<file path="src/rtl/pwm_bank_pkg.sv">
package pwm_bank_pkg;

  localparam int unsigned DATA_W   = 32;
  localparam int unsigned EXP_W    = 3;
  localparam int unsigned CNT_W    = 13;
  localparam int unsigned PRE_W    = (1 << EXP_W) - 1;
  localparam int unsigned FLAG_BIT = 15;

  localparam int unsigned OFS_CTRL     = 'h00;
  localparam int unsigned OFS_PER      = 'h2C;
  localparam int unsigned OFS_THR      = 'h30;
  localparam int unsigned OFS_PER_ALT  = 'h30;
  localparam int unsigned OFS_THR_ALT  = 'h34;
  localparam int unsigned ALT_FIRST_CH = 3;

  typedef struct packed {
    logic             flag;
    logic [EXP_W-1:0] expo;
    logic [CNT_W-1:0] per;
    logic [CNT_W-1:0] thr;
  } chan_cfg_t;

endpackage

</file>
<file path="src/rtl/pwm_bank_rst_sync.sv">
module pwm_bank_rst_sync #(
  parameter int unsigned STAGES = 2
) (
  input  logic clk,
  input  logic rst_n,
  output logic rst_sync_n
);

  logic [STAGES-1:0] chain_q;
  logic [STAGES-1:0] chain_d;

  always_comb begin
    chain_d = {chain_q[STAGES-2:0], 1'b1};
  end

  always_ff @(posedge clk or negedge rst_n) begin
    if (!rst_n) begin
      chain_q <= '0;
    end else begin
      chain_q <= chain_d;
    end
  end

  assign rst_sync_n = chain_q[STAGES-1];

endmodule

</file>
<file path="src/rtl/pwm_bank_regs.sv">
module pwm_bank_regs
  import pwm_bank_pkg::*;
#(
  parameter int unsigned NUM_CH     = 8,
  parameter int unsigned ADDR_W     = 12,
  parameter int unsigned WIN_BASE   = 'h10,
  parameter int unsigned WIN_STRIDE = 'h40,
  parameter bit          ALT_LAYOUT = 1'b0
) (
  input  logic                   clk,
  input  logic                   rst_n,
  input  logic [ADDR_W-1:0]      bus_addr,
  input  logic                   bus_we,
  input  logic [DATA_W-1:0]      bus_wdata,
  output logic [DATA_W-1:0]      bus_rdata,
  output logic [NUM_CH-1:0]      ch_run,
  output chan_cfg_t [NUM_CH-1:0] ch_cfg
);

  localparam logic [ADDR_W-1:0] ENA_ADDR = '0;

  logic [ADDR_W-1:0] ctrl_a [NUM_CH];
  logic [ADDR_W-1:0] per_a  [NUM_CH];
  logic [ADDR_W-1:0] thr_a  [NUM_CH];

  for (genvar g = 0; g < NUM_CH; g++) begin : g_win
    localparam int unsigned WIN   = WIN_BASE + g * WIN_STRIDE;
    localparam bit          MOVED = ALT_LAYOUT && (g >= ALT_FIRST_CH);
    if (MOVED) begin : g_alt
      assign per_a[g] = ADDR_W'(WIN + OFS_PER_ALT);
      assign thr_a[g] = ADDR_W'(WIN + OFS_THR_ALT);
    end else begin : g_std
      assign per_a[g] = ADDR_W'(WIN + OFS_PER);
      assign thr_a[g] = ADDR_W'(WIN + OFS_THR);
    end
    assign ctrl_a[g] = ADDR_W'(WIN + OFS_CTRL);
  end

  logic [NUM_CH-1:0]      en_q, en_d;
  chan_cfg_t [NUM_CH-1:0] cfg_q, cfg_d;
  logic [DATA_W-1:0]      rd_q, rd_d;
  logic                   hit;
  logic                   unused_wdata;

  assign unused_wdata = ^bus_wdata;

  always_comb begin
    en_d  = en_q;
    cfg_d = cfg_q;
    rd_d  = '0;
    hit   = 1'b0;
    if (bus_addr == ENA_ADDR) begin
      hit                = 1'b1;
      rd_d[NUM_CH-1:0]   = en_q;
      en_d               = bus_wdata[NUM_CH-1:0];
    end
    for (int i = 0; i < NUM_CH; i++) begin
      if (bus_addr == ctrl_a[i]) begin
        hit                  = 1'b1;
        rd_d[FLAG_BIT]       = cfg_q[i].flag;
        rd_d[EXP_W-1:0]      = cfg_q[i].expo;
        cfg_d[i].flag        = bus_wdata[FLAG_BIT];
        cfg_d[i].expo        = bus_wdata[EXP_W-1:0];
      end
      if (bus_addr == per_a[i]) begin
        hit                  = 1'b1;
        rd_d[CNT_W-1:0]      = cfg_q[i].per;
        cfg_d[i].per         = bus_wdata[CNT_W-1:0];
      end
      if (bus_addr == thr_a[i]) begin
        hit                  = 1'b1;
        rd_d[CNT_W-1:0]      = cfg_q[i].thr;
        cfg_d[i].thr         = bus_wdata[CNT_W-1:0];
      end
    end
  end

  always_ff @(posedge clk or negedge rst_n) begin
    if (!rst_n) begin
      en_q  <= '0;
      cfg_q <= '0;
      rd_q  <= '0;
    end else begin
      rd_q <= rd_d;
      if (bus_we) begin
        en_q  <= en_d;
        cfg_q <= cfg_d;
      end
    end
  end

  assign bus_rdata = rd_q;
  assign ch_run    = en_q;
  assign ch_cfg    = cfg_q;

  // a write to the bitmap address lands in the enable register
  a_r2_enable_write: assert property (@(posedge clk) disable iff (!rst_n)
    (bus_we && bus_addr == ENA_ADDR) |=> (ch_run == $past(bus_wdata[NUM_CH-1:0])));

  // a write that decodes to nothing leaves all state alone
  a_r6_stray_write: assert property (@(posedge clk) disable iff (!rst_n)
    (bus_we && !hit) |=> ($stable(ch_run) && $stable(ch_cfg)));

  // an unmapped read returns zero
  a_r6_stray_read: assert property (@(posedge clk) disable iff (!rst_n)
    (!hit) |=> (bus_rdata == '0));

endmodule

</file>
<file path="src/rtl/pwm_bank_chan.sv">
module pwm_bank_chan
  import pwm_bank_pkg::*;
(
  input  logic             clk,
  input  logic             rst_n,
  input  logic             run_i,
  input  logic [EXP_W-1:0] expo_i,
  input  logic [CNT_W-1:0] per_i,
  input  logic [CNT_W-1:0] thr_i,
  output logic             pwm_o
);

  logic [PRE_W-1:0] pre_q, pre_d;
  logic [CNT_W-1:0] cnt_q, cnt_d;
  logic [EXP_W-1:0] exp_q, exp_d;
  logic [CNT_W-1:0] per_q, per_d;
  logic [CNT_W-1:0] thr_q, thr_d;
  logic [PRE_W-1:0] pre_mask;
  logic             tick;
  logic             wrap;

  assign pre_mask = ~({PRE_W{1'b1}} << exp_q);
  assign tick     = (pre_q == pre_mask);
  assign wrap     = tick && (cnt_q == per_q);

  always_comb begin
    pre_d = pre_q;
    cnt_d = cnt_q;
    exp_d = exp_q;
    per_d = per_q;
    thr_d = thr_q;
    if (!run_i) begin
      pre_d = '0;
      cnt_d = '0;
      exp_d = expo_i;
      per_d = per_i;
      thr_d = thr_i;
    end else if (tick) begin
      pre_d = '0;
      if (wrap) begin
        cnt_d = '0;
        exp_d = expo_i;
        per_d = per_i;
        thr_d = thr_i;
      end else begin
        cnt_d = cnt_q + 1'b1;
      end
    end else begin
      pre_d = pre_q + 1'b1;
    end
  end

  always_ff @(posedge clk or negedge rst_n) begin
    if (!rst_n) begin
      pre_q <= '0;
      cnt_q <= '0;
      exp_q <= '0;
      per_q <= '0;
      thr_q <= '0;
    end else begin
      pre_q <= pre_d;
      cnt_q <= cnt_d;
      exp_q <= exp_d;
      per_q <= per_d;
      thr_q <= thr_d;
    end
  end

  assign pwm_o = run_i && (cnt_q <= thr_q);

  // while stopped, the prescaler and counter are held at zero
  a_r10_idle_clear: assert property (@(posedge clk) disable iff (!rst_n)
    (!run_i) |=> (cnt_q == '0 && pre_q == '0));

  // active settings change only at a cycle boundary
  a_r11_hold_cfg: assert property (@(posedge clk) disable iff (!rst_n)
    (run_i && !wrap) |=> ($stable(exp_q) && $stable(per_q) && $stable(thr_q)));

  // the counter never passes the active period
  a_r8_cnt_range: assert property (@(posedge clk) disable iff (!rst_n)
    run_i |-> (cnt_q <= per_q));

  // the prescaler never passes its active mask
  a_r8_pre_range: assert property (@(posedge clk) disable iff (!rst_n)
    run_i |-> (pre_q <= pre_mask));

  // threshold at or above period means a constant high output
  a_r9_full_high: assert property (@(posedge clk) disable iff (!rst_n)
    (run_i && thr_q >= per_q) |-> pwm_o);

endmodule

</file>
<file path="src/rtl/pwm_bank.sv">
module pwm_bank
  import pwm_bank_pkg::*;
#(
  parameter int unsigned NUM_CH     = 8,
  parameter int unsigned ADDR_W     = 12,
  parameter int unsigned WIN_BASE   = 'h10,
  parameter int unsigned WIN_STRIDE = 'h40,
  parameter bit          ALT_LAYOUT = 1'b0
) (
  input  logic              clk,
  input  logic              rst_n,
  input  logic [ADDR_W-1:0] bus_addr,
  input  logic              bus_we,
  input  logic [31:0]       bus_wdata,
  output logic [31:0]       bus_rdata,
  output logic [NUM_CH-1:0] pwm_out
);

  logic                   rst_sync_n;
  logic [NUM_CH-1:0]      ch_run;
  chan_cfg_t [NUM_CH-1:0] ch_cfg;
  logic                   unused_flags;

  pwm_bank_rst_sync #(.STAGES(2)) i_rst_sync (
    .clk        (clk),
    .rst_n      (rst_n),
    .rst_sync_n (rst_sync_n)
  );

  pwm_bank_regs #(
    .NUM_CH     (NUM_CH),
    .ADDR_W     (ADDR_W),
    .WIN_BASE   (WIN_BASE),
    .WIN_STRIDE (WIN_STRIDE),
    .ALT_LAYOUT (ALT_LAYOUT)
  ) i_regs (
    .clk       (clk),
    .rst_n     (rst_sync_n),
    .bus_addr  (bus_addr),
    .bus_we    (bus_we),
    .bus_wdata (bus_wdata),
    .bus_rdata (bus_rdata),
    .ch_run    (ch_run),
    .ch_cfg    (ch_cfg)
  );

  logic [NUM_CH-1:0] flag_bits;

  for (genvar c = 0; c < NUM_CH; c++) begin : g_ch
    assign flag_bits[c] = ch_cfg[c].flag;
    pwm_bank_chan i_chan (
      .clk    (clk),
      .rst_n  (rst_sync_n),
      .run_i  (ch_run[c]),
      .expo_i (ch_cfg[c].expo),
      .per_i  (ch_cfg[c].per),
      .thr_i  (ch_cfg[c].thr),
      .pwm_o  (pwm_out[c])
    );
  end

  assign unused_flags = ^flag_bits;

endmodule

</file>
<file path="config.mk">
export PLATFORM = sky130hd
export DESIGN_NAME = pwm_bank
export DESIGN_NICKNAME = d
export VERILOG_FILES = /design/src/rtl/pwm_bank_pkg.sv /design/src/rtl/pwm_bank_rst_sync.sv /design/src/rtl/pwm_bank_regs.sv /design/src/rtl/pwm_bank_chan.sv /design/src/rtl/pwm_bank.sv
export SDC_FILE = /design/constraint.sdc
export NUM_CORES = 1
export LEC_CHECK = 0
export ABC_AREA = 1
export ABC_CLOCK_PERIOD_IN_PS = 42600
export BUFFER_PORTS_ARGS = -buffer_cell sky130_fd_sc_hd__buf_2
export CAP_MARGIN = 40
export CORE_MARGIN = 1
export CORE_UTILIZATION = 69
export CTS_CLUSTER_SIZE = 16
export DETAILED_ROUTE_END_ITERATION = 10
export PLACE_DENSITY = 0.87
export SLEW_MARGIN = 10
export SYNTH_ARGS = -nofsm -noshare
export SYNTH_HDL_FRONTEND = slang
export SYNTH_HIERARCHICAL = 1
export SYNTH_SLANG_ARGS = --single-unit
</file>
<file path="constraint.sdc">
create_clock -name clk -period 42.6 [get_ports clk]
set_clock_uncertainty 0.2 [all_clocks]
set_input_delay 8.52 -clock clk [delete_from_list [all_inputs] [get_ports clk]]
set_output_delay 8.52 -clock clk [all_outputs]
set_load 0.03 [all_outputs]
</file>
==> results of run 1 <==
[cell usage in the layout (no fill, tap or decap), types with 17 or more instances in the layout]
cell          n
nand2_1    1821
nand4_1     151
inv_2        65
xor2_1       65
nand2_4      21
or2_2        30
nand3_1     391
clkbuf_1     17
buf_2        50
clkbuf_16    72
nor2_1      296
clkbuf_8     17
o21ai_1      26
xnor2_1      31
nor2_2       44
o21ai_0     345
a21oi_1      77
ha_1        120
conb_1       19
nand2_2      99
inv_1       513
dfrtp_1     655
[cell usage after synthesis]
cell type  instances  area share
nor2_4             2     0.00060
o21bai_1          10      0.0020
nor3_1             2     0.00027
o22ai_1            9      0.0015
xor2_1            65       0.015
buf_4             44      0.0089
o21ai_0          345       0.046
or2_2             30      0.0050
clkbuf_1          73      0.0073
nor2_2            44      0.0074
ha_1             120       0.040
conb_1             2     0.00020
buf_1              2     0.00020
o221ai_1           4     0.00094
a21o_1             1     0.00020
nand2_2           99       0.017
a21oi_1           77       0.010
inv_2             65      0.0065
nand3_1          391       0.052
nor4_2             1     0.00034
o211ai_1           4     0.00081
nand4_1          151       0.025
clkinv_1           4     0.00040
nand2_4           21      0.0063
buf_8              7      0.0028
inv_1            513       0.052
o21ai_1           26      0.0035
xnor2_1           31      0.0073
nor2_8             1     0.00054
buf_2             79       0.011
a31oi_1            1     0.00017
o21a_1             6      0.0012
o22a_1             1     0.00023
buf_6             25      0.0076
dfrtp_1          656        0.44
nand2_1         1821        0.18
nor2_1           296       0.030
or2_0              2     0.00034
a21boi_0           8      0.0016
nand3_2            8      0.0021
a221oi_1           3     0.00070
nand3b_1           1     0.00020
inv_4              1     0.00017
nor3_2             1     0.00027
[final cells by class]
cell class	count	area, µm²	area share
multi-input combinational	3601	17400	0.436
sequential	656	16400	0.413
inverter	583	2190	0.0550
clock buffer	106	2100	0.0527
tap	688	861	0.0216
timing repair buffer	74	603	0.0152
clock inverter	23	267	0.00670
antenna	3	7.51	0.000189
[layer usage]
layer	vias up	track usage	part of all wire
met3	312	0.0736	0.098
met5	-	0	0.00042
met1	15600	0.502	0.41
met2	1678	0.553	0.45
li1	15800	-	-
met4	6	0.162	0.045
[power by group through the flow]
| stage | clock (mW) | combinational (mW) | sequential, mW |
|---|---|---|---|
| finish | 0.625 | 0.0385 | 0.629 |
| CTS | 0.630 | 0.0383 | 0.629 |
| detailed placement | 0 | 0.0381 | 0.640 |
| global placement | 0 | 0.0338 | 0.641 |
| floorplan | 0 | 0.0169 | 0.648 |
| global route | 0.656 | 0.0424 | 0.629 |
[critical path, delay by kind of cell]
kind,cells,cell delay [ns]
and+or+nand+nor,12,1.83
AOI/OAI and AO/OA,9,1.65
buffers and inverters,2,0.14
[worst paths after layout]
path,endpoint,slack (ns),cells after the start
worst max register to register,i_regs/bus_rdata[3],39.09,15
worst min-delay path,g_ch[2].i_chan/cnt_q[9],0.01,0
worst max-delay path,i_regs/bus_rdata[9],30.77,23
worst min register to register,g_ch[2].i_chan/cnt_q[9],0.01,0
max in group asynchronous,i_rst_sync/chain_q[1],34.62,1
min in group clk,i_rst_sync/chain_q[1],0.15,0
[cells by family (layout without fill, tap and decap cells)]
group | Yosys count | after routing | share of synthesized area
compound gates | 495 | 495 | 0.0695
fa+ha+maj | 120 | 120 | 0.0403
buf+inv | 813 | 786 | 0.0961
other cells | 2 | 22 | 0.000201
simple gates | 2871 | 2871 | 0.331
flops | 656 | 656 | 0.440
xor+xnor | 96 | 96 | 0.0226
[flip-flops by register name (all words and copies together), names as in the netlist]
signal and cells:
g_ch.i_chan/thr_q 104, i_regs/ch_cfg 240, i_regs/ch_run 8, g_ch.i_chan/cnt_q 104, g_ch.i_chan/exp_q 24, i_regs/bus_rdata 14
g_ch.i_chan/per_q 104, i_rst_sync/chain_q 2, g_ch.i_chan/pre_q 56
[metrics by stage]
stage          total power [mW]  hold WS (ns)
4_1_cts                    1.30        0.0311
2_1_floorplan             0.665         0.131
3_3_place_gp              0.675         0.134
5_1_grt                    1.33        0.0520
6_report                   1.29        0.0132
3_5_place_dp              0.678        0.0270
==> flow_summary.yaml, run 1 <==
floorplan:
  initial_core_util: 0.704
  dieWidth_um: 234
  dieArea_um2: 55000
  ios: 87
  core_um2: 53000
  die_h_um: 234
  num_rows: 84
clock_network:
  clk_latency_ns: 0.64
  postCtsSetupRepairBufs: 0
  htreeDepth: 3
  path_clk_slew_ns: 0.06
  numCtsBuffers: 71
  cts_tree: "done"
  cts_resized: 0
  ctsLongestPathBuffers: 3
  cts_num_sinks: 656
  cts_root_buffer: "clkbuf_16"
  ctsHoldBuffers: 0
yosys:
  seq_area_frac_synth: 0.440
  yosys.cell_types.count: 44
  avgSynthCellArea_um2: 7.38
  syn_inst: 5053
  yosys_warnings: 6
  netlist_area_um2: 37300
  synth_seq_cells: 656
global_route:
  grt_pass1_vias: 30900
  antenna_found_initial: 7
  grt_usage: 0.363
  grt_max_degree: 186
  grt_pass1_wl_um: 159000
  grt_overflow: 0
placement:
  gp_congestion: 0.939
  placed_cell_area_um2: 37400
  dp_hpwl_um: 66000
  placedCellCount: 5602
  post-place-ws_ns: 30.41
  portBuffers: 50
sta:
  max_freq_ghz: 0.0845
  min_period_over_period: 0.278
  slew_violations: 0
  setup_slack_ns: 30.77
  tightest_slew_ns: 1.06
  setup_viol: 0
  tns_ns: 0
  period_needed_ns: 11.83
  hold_viol_final: 0
  grt_setup_unrepaired: "false"
  relSlewSlack: 0.290
cells_and_area:
  final_core_util: 0.751
  area_growth_pct: 6.76
  final_cells: 5734
  fillers: 3821
  fin_area_um2: 39800
  nets: 5154
  drive_gt1_frac: 0.0912
worst_setup_path:
  path_cells: "buf_2 > inv_2 > nand2_2 > nor2_4 > nand2_1 > nand2_1 > nor2_1 > a21oi_1 > nand3_1 > o221ai_1 > nand2_1 > o21ai_1 > nand2_1 > o21ai_0 > nand2_1 > o21ai_0 > nand2_1 > o21ai_0 > nand2_1 > o21ai_1 > a21oi_1 > o21ai_1 > nand2_1"
  end_kind: "flop"
  slowest_delay_ns: 0.44
  cp-start-kind: "input port"
  required_ns: 42.92
  r2r_start: "i_regs/ch_run[3]"
  worstPathArrival_ns: 12.15
  worstSetupPathType: "in -> reg"
  crit_fanout: 17
  cp_common_cell: "nand2_1"
  startpoint: "bus_addr[10]"
  slowest_stage: "nand2_1"
routing:
  final_antenna_net_count: 0
  via_count: 33400
  wl_per_cell_um: 17.0
  drtIter0Drc: 3743
  vias_per_cell: 5.83
  dr.pass1.iters: 7
  routed_wl_um: 97700
  drcViolationCount: 0
pwr:
  ir_drop_mv: 0.0341
  p_comb_frac: 0.030
  power.internal_mw: 0.996
  leakage_nw: 21.4
  switchingPower_mw: 0.296
  power_density_nw_per_um2: 32.5
  p_sw_frac: 0.229
  clkPwrFrac: 0.483
  seq_power_share: 0.487
status:
  status: "completed"
job:
  maxCapViolations: 0
min_path:
  hp-class: "reg -> async"
No activity file was read; power rests on OpenSTA's default activity.
==> run 2: changes to the inputs <==
--- a/config.mk
+++ b/config.mk
@@ -6,14 +6,14 @@
 export NUM_CORES = 1
 export LEC_CHECK = 0
 export ABC_AREA = 1
-export ABC_CLOCK_PERIOD_IN_PS = 42600
+export ABC_CLOCK_PERIOD_IN_PS = 11350
 export BUFFER_PORTS_ARGS = -buffer_cell sky130_fd_sc_hd__buf_2
 export CAP_MARGIN = 40
 export CORE_MARGIN = 1
-export CORE_UTILIZATION = 69
+export CORE_UTILIZATION = 64
 export CTS_CLUSTER_SIZE = 16
 export DETAILED_ROUTE_END_ITERATION = 10
-export PLACE_DENSITY = 0.87
+export PLACE_DENSITY = 0.81
 export SLEW_MARGIN = 10
 export SYNTH_ARGS = -nofsm -noshare
 export SYNTH_HDL_FRONTEND = slang
==> constraint.sdc (replaced) <==
create_clock -name clk -period 11.35 [get_ports clk]
set_clock_uncertainty 0.2 [all_clocks]
set_input_delay 2.27 -clock clk [delete_from_list [all_inputs] [get_ports clk]]
set_output_delay 2.27 -clock clk [all_outputs]
set_load 0.03 [all_outputs]
==> run 2 against run 1 <==
  * Global-route usage shrank 3.8 points
  * Count of clock-buffer cells in the layout shrank 9
  * Die area grew 7.7%
  * Final cell count grew 1.3%
  * Power grew to 3.8 times the previous value
  * Wire length shrank 2.8%
  * First-iteration DRC count shrank 11%
  * Sequential power grew to 3.8 times the previous value
  * Worst setup slack lost 25 ns
  * Sequential share of layout area shrank 0.23 points
  * Hold slack gained 0.14 ns
  * Core utilization shrank 5.6 points
  * Critical path type unchanged
  * Critical endpoint is now i_regs/bus_rdata[10]
  * Largest cell class unchanged
==> flow_summary.yaml, run 2 (synthesis results as in run 1) <==
worst_setup_path:
  cp-start-kind: "input port"
  crit_fanout: 17
  worstSetupPathType: "in -> reg"
  required_ns: 11.70
  end_kind: "flop"
  path_depth: 22
  path_delay_family: "compound AO/OA/AOI/OAI gates"
  slowest_stage: "nor2_4"
  path_cells: "buf_2 > inv_2 > nand2_2 > nor2_4 > nand2_1 > inv_4 > nand2_1 > nand3_1 > o21ai_0 > nand2_1 > o21ai_0 > a21oi_1 > o22ai_1 > a21oi_1 > o22ai_1 > nand2_1 > o21ai_0 > a21oi_1 > o22ai_1 > nand2_1 > nand2_1 > nand2_1"
  cp_common_cell: "nand2_1"
  crit_buf_inv: 3
  slowest_delay_ns: 0.42
  r2r_cells: 29
  worstPathArrival_ns: 5.73
clock_network:
  ctsLongestPathBuffers: 3
  cts_num_sinks: 656
  cts_root_buffer: "clkbuf_16"
  htreeDepth: 3
  cts_tree: "done"
  path_clk_slew_ns: 0.06
  numCtsBuffers: 72
  cts_resized: 0
  postCtsSetupRepairBufs: 0
  ctsHoldBuffers: 0
  clk_latency_ns: 0.62
routing:
  vias_per_cell: 5.61
  wl_per_cell_um: 16.3
  met2_length_um: 42000
  via_count: 32600
  wl_met1_um: 42000
  final_antenna_net_count: 0
  met3WireLength_um: 7350
  drtIter0Drc: 3342
  drcViolationCount: 0
  dr.pass1.iters: 6
  routed_wl_um: 95000
  top_layer: "met5"
cells_and_area:
  drive_gt1_frac: 0.0922
  seqCellArea_um2: 16400
  fillers: 4606
  layout_commonest_cell: "nand2_1"
  area_growth_pct: 7.36
  multi_input_area_um2: 17400
  largest_reg_flops: 240
  nets: 5158
  layout_common_cells: "1,821 x nand2_1, 655 x dfrtp_1, 513 x inv_1, 391 x nand3_1, 345 x o21ai_0"
pwr:
  switchingPower_mw: 1.10
  p_sw_frac: 0.222
  clkPwrFrac: 0.493
  p_comb_frac: 0.029
  seq_power_share: 0.478
  leakage_nw: 21.5
  ir_drop_mv: 0.0970
  power_density_nw_per_um2: 123
  power.internal_mw: 3.84
placement:
  portBuffers: 50
  dp_hpwl_um: 65300
  post-place-ws_ns: 5.53
  gp_congestion: 0.967
sta:
  max_freq_ghz: 0.186
  grt_setup_unrepaired: "false"
  tightest_slew_ns: 0.955
  relSlewSlack: 0.363
  hold_viol_final: 0
  slew_violations: 0
  period_needed_ns: 5.38
  min_period_over_period: 0.474
  setup_slack_ns: 5.97
  setup_viol: 0
  tns_ns: 0
floorplan:
  dieArea_um2: 59200
  die_h_um: 243
  initial_core_util: 0.647
  core_um2: 57600
  ios: 87
  dieWidth_um: 243
  num_rows: 88
status:
  status: "completed"
global_route:
  grt_usage: 0.324
  grt_overflow: 0
  grt_pass1_vias: 29800
  antenna_found_initial: 6
  grt_max_degree: 173
  grt_pass1_wl_um: 156000
min_path:
  hp-class: "reg -> reg"
  hold_depth: 0
job:
  maxCapViolations: 0
## run 2: layout make-up
cell class / count / area share
multi-input combinational: 3601 / 0.434
sequential: 656 / 0.410
inverter: 583 / 0.0547
clock buffer: 97 / 0.0507
tap: 765 / 0.0239
timing repair buffer: 77 / 0.0163
clock inverter: 31 / 0.0105
antenna: 1 / 0.0000625
## run 2: worst paths after layout
path,startpoint,to,slack (ns)
setup / recovery,bus_addr[10],i_regs/bus_rdata[10],5.97
hold / removal,i_rst_sync/chain_q[0],i_rst_sync/chain_q[1],0.15
setup reg to reg,i_regs/ch_run[1],i_regs/bus_rdata[1],8.13
hold reg to reg,i_rst_sync/chain_q[0],i_rst_sync/chain_q[1],0.15
max in group asynchronous,i_rst_sync/chain_q[1],g_ch[7].i_chan/exp_q[0],8.69
min in group asynchronous,i_rst_sync/chain_q[1],g_ch[1].i_chan/pre_q[5],0.16
## run 2: metrics by stage
step	hold slack, ns	utilization	total power [mW]	cell area (µm²)	cells
after detailed placement	0.137	0.653	2.55	37600	5682
after global placement	0.134	0.648	2.53	37300	5671
after global routing	0.169	0.695	5.07	40000	5811
after floorplan	0.131	-	2.49	37300	5070
after CTS	0.150	0.695	4.97	40000	5810
final	0.155	0.695	4.94	40000	5811
## run 2: metal layers
layer | global-route usage | vias up
met4 | 0.118 | 10
met1 | 0.466 | 15300
met3 | 0.0615 | 247
li1 | - | 15800
met2 | 0.490 | 1195
met5 | 0 | -
## run 2: worst reg2reg max path: cells and delay by family, from the launching register on
family | cells | cell delay (ns)
simple gates | 25 | 1.77
compound gates | 3 | 0.45
flops | 1 | 0.43
buf+inv | 1 | 0.25
## run 2: power by group through the flow
stage	Combinational [mW]	Sequential [mW]	Clock (mW)
after floorplan	0.0633	2.43	0
after global placement	0.131	2.40	0
after CTS	0.145	2.36	2.46
final	0.144	2.36	2.44
after global routing	0.158	2.36	2.55
after detailed placement	0.144	2.40	0
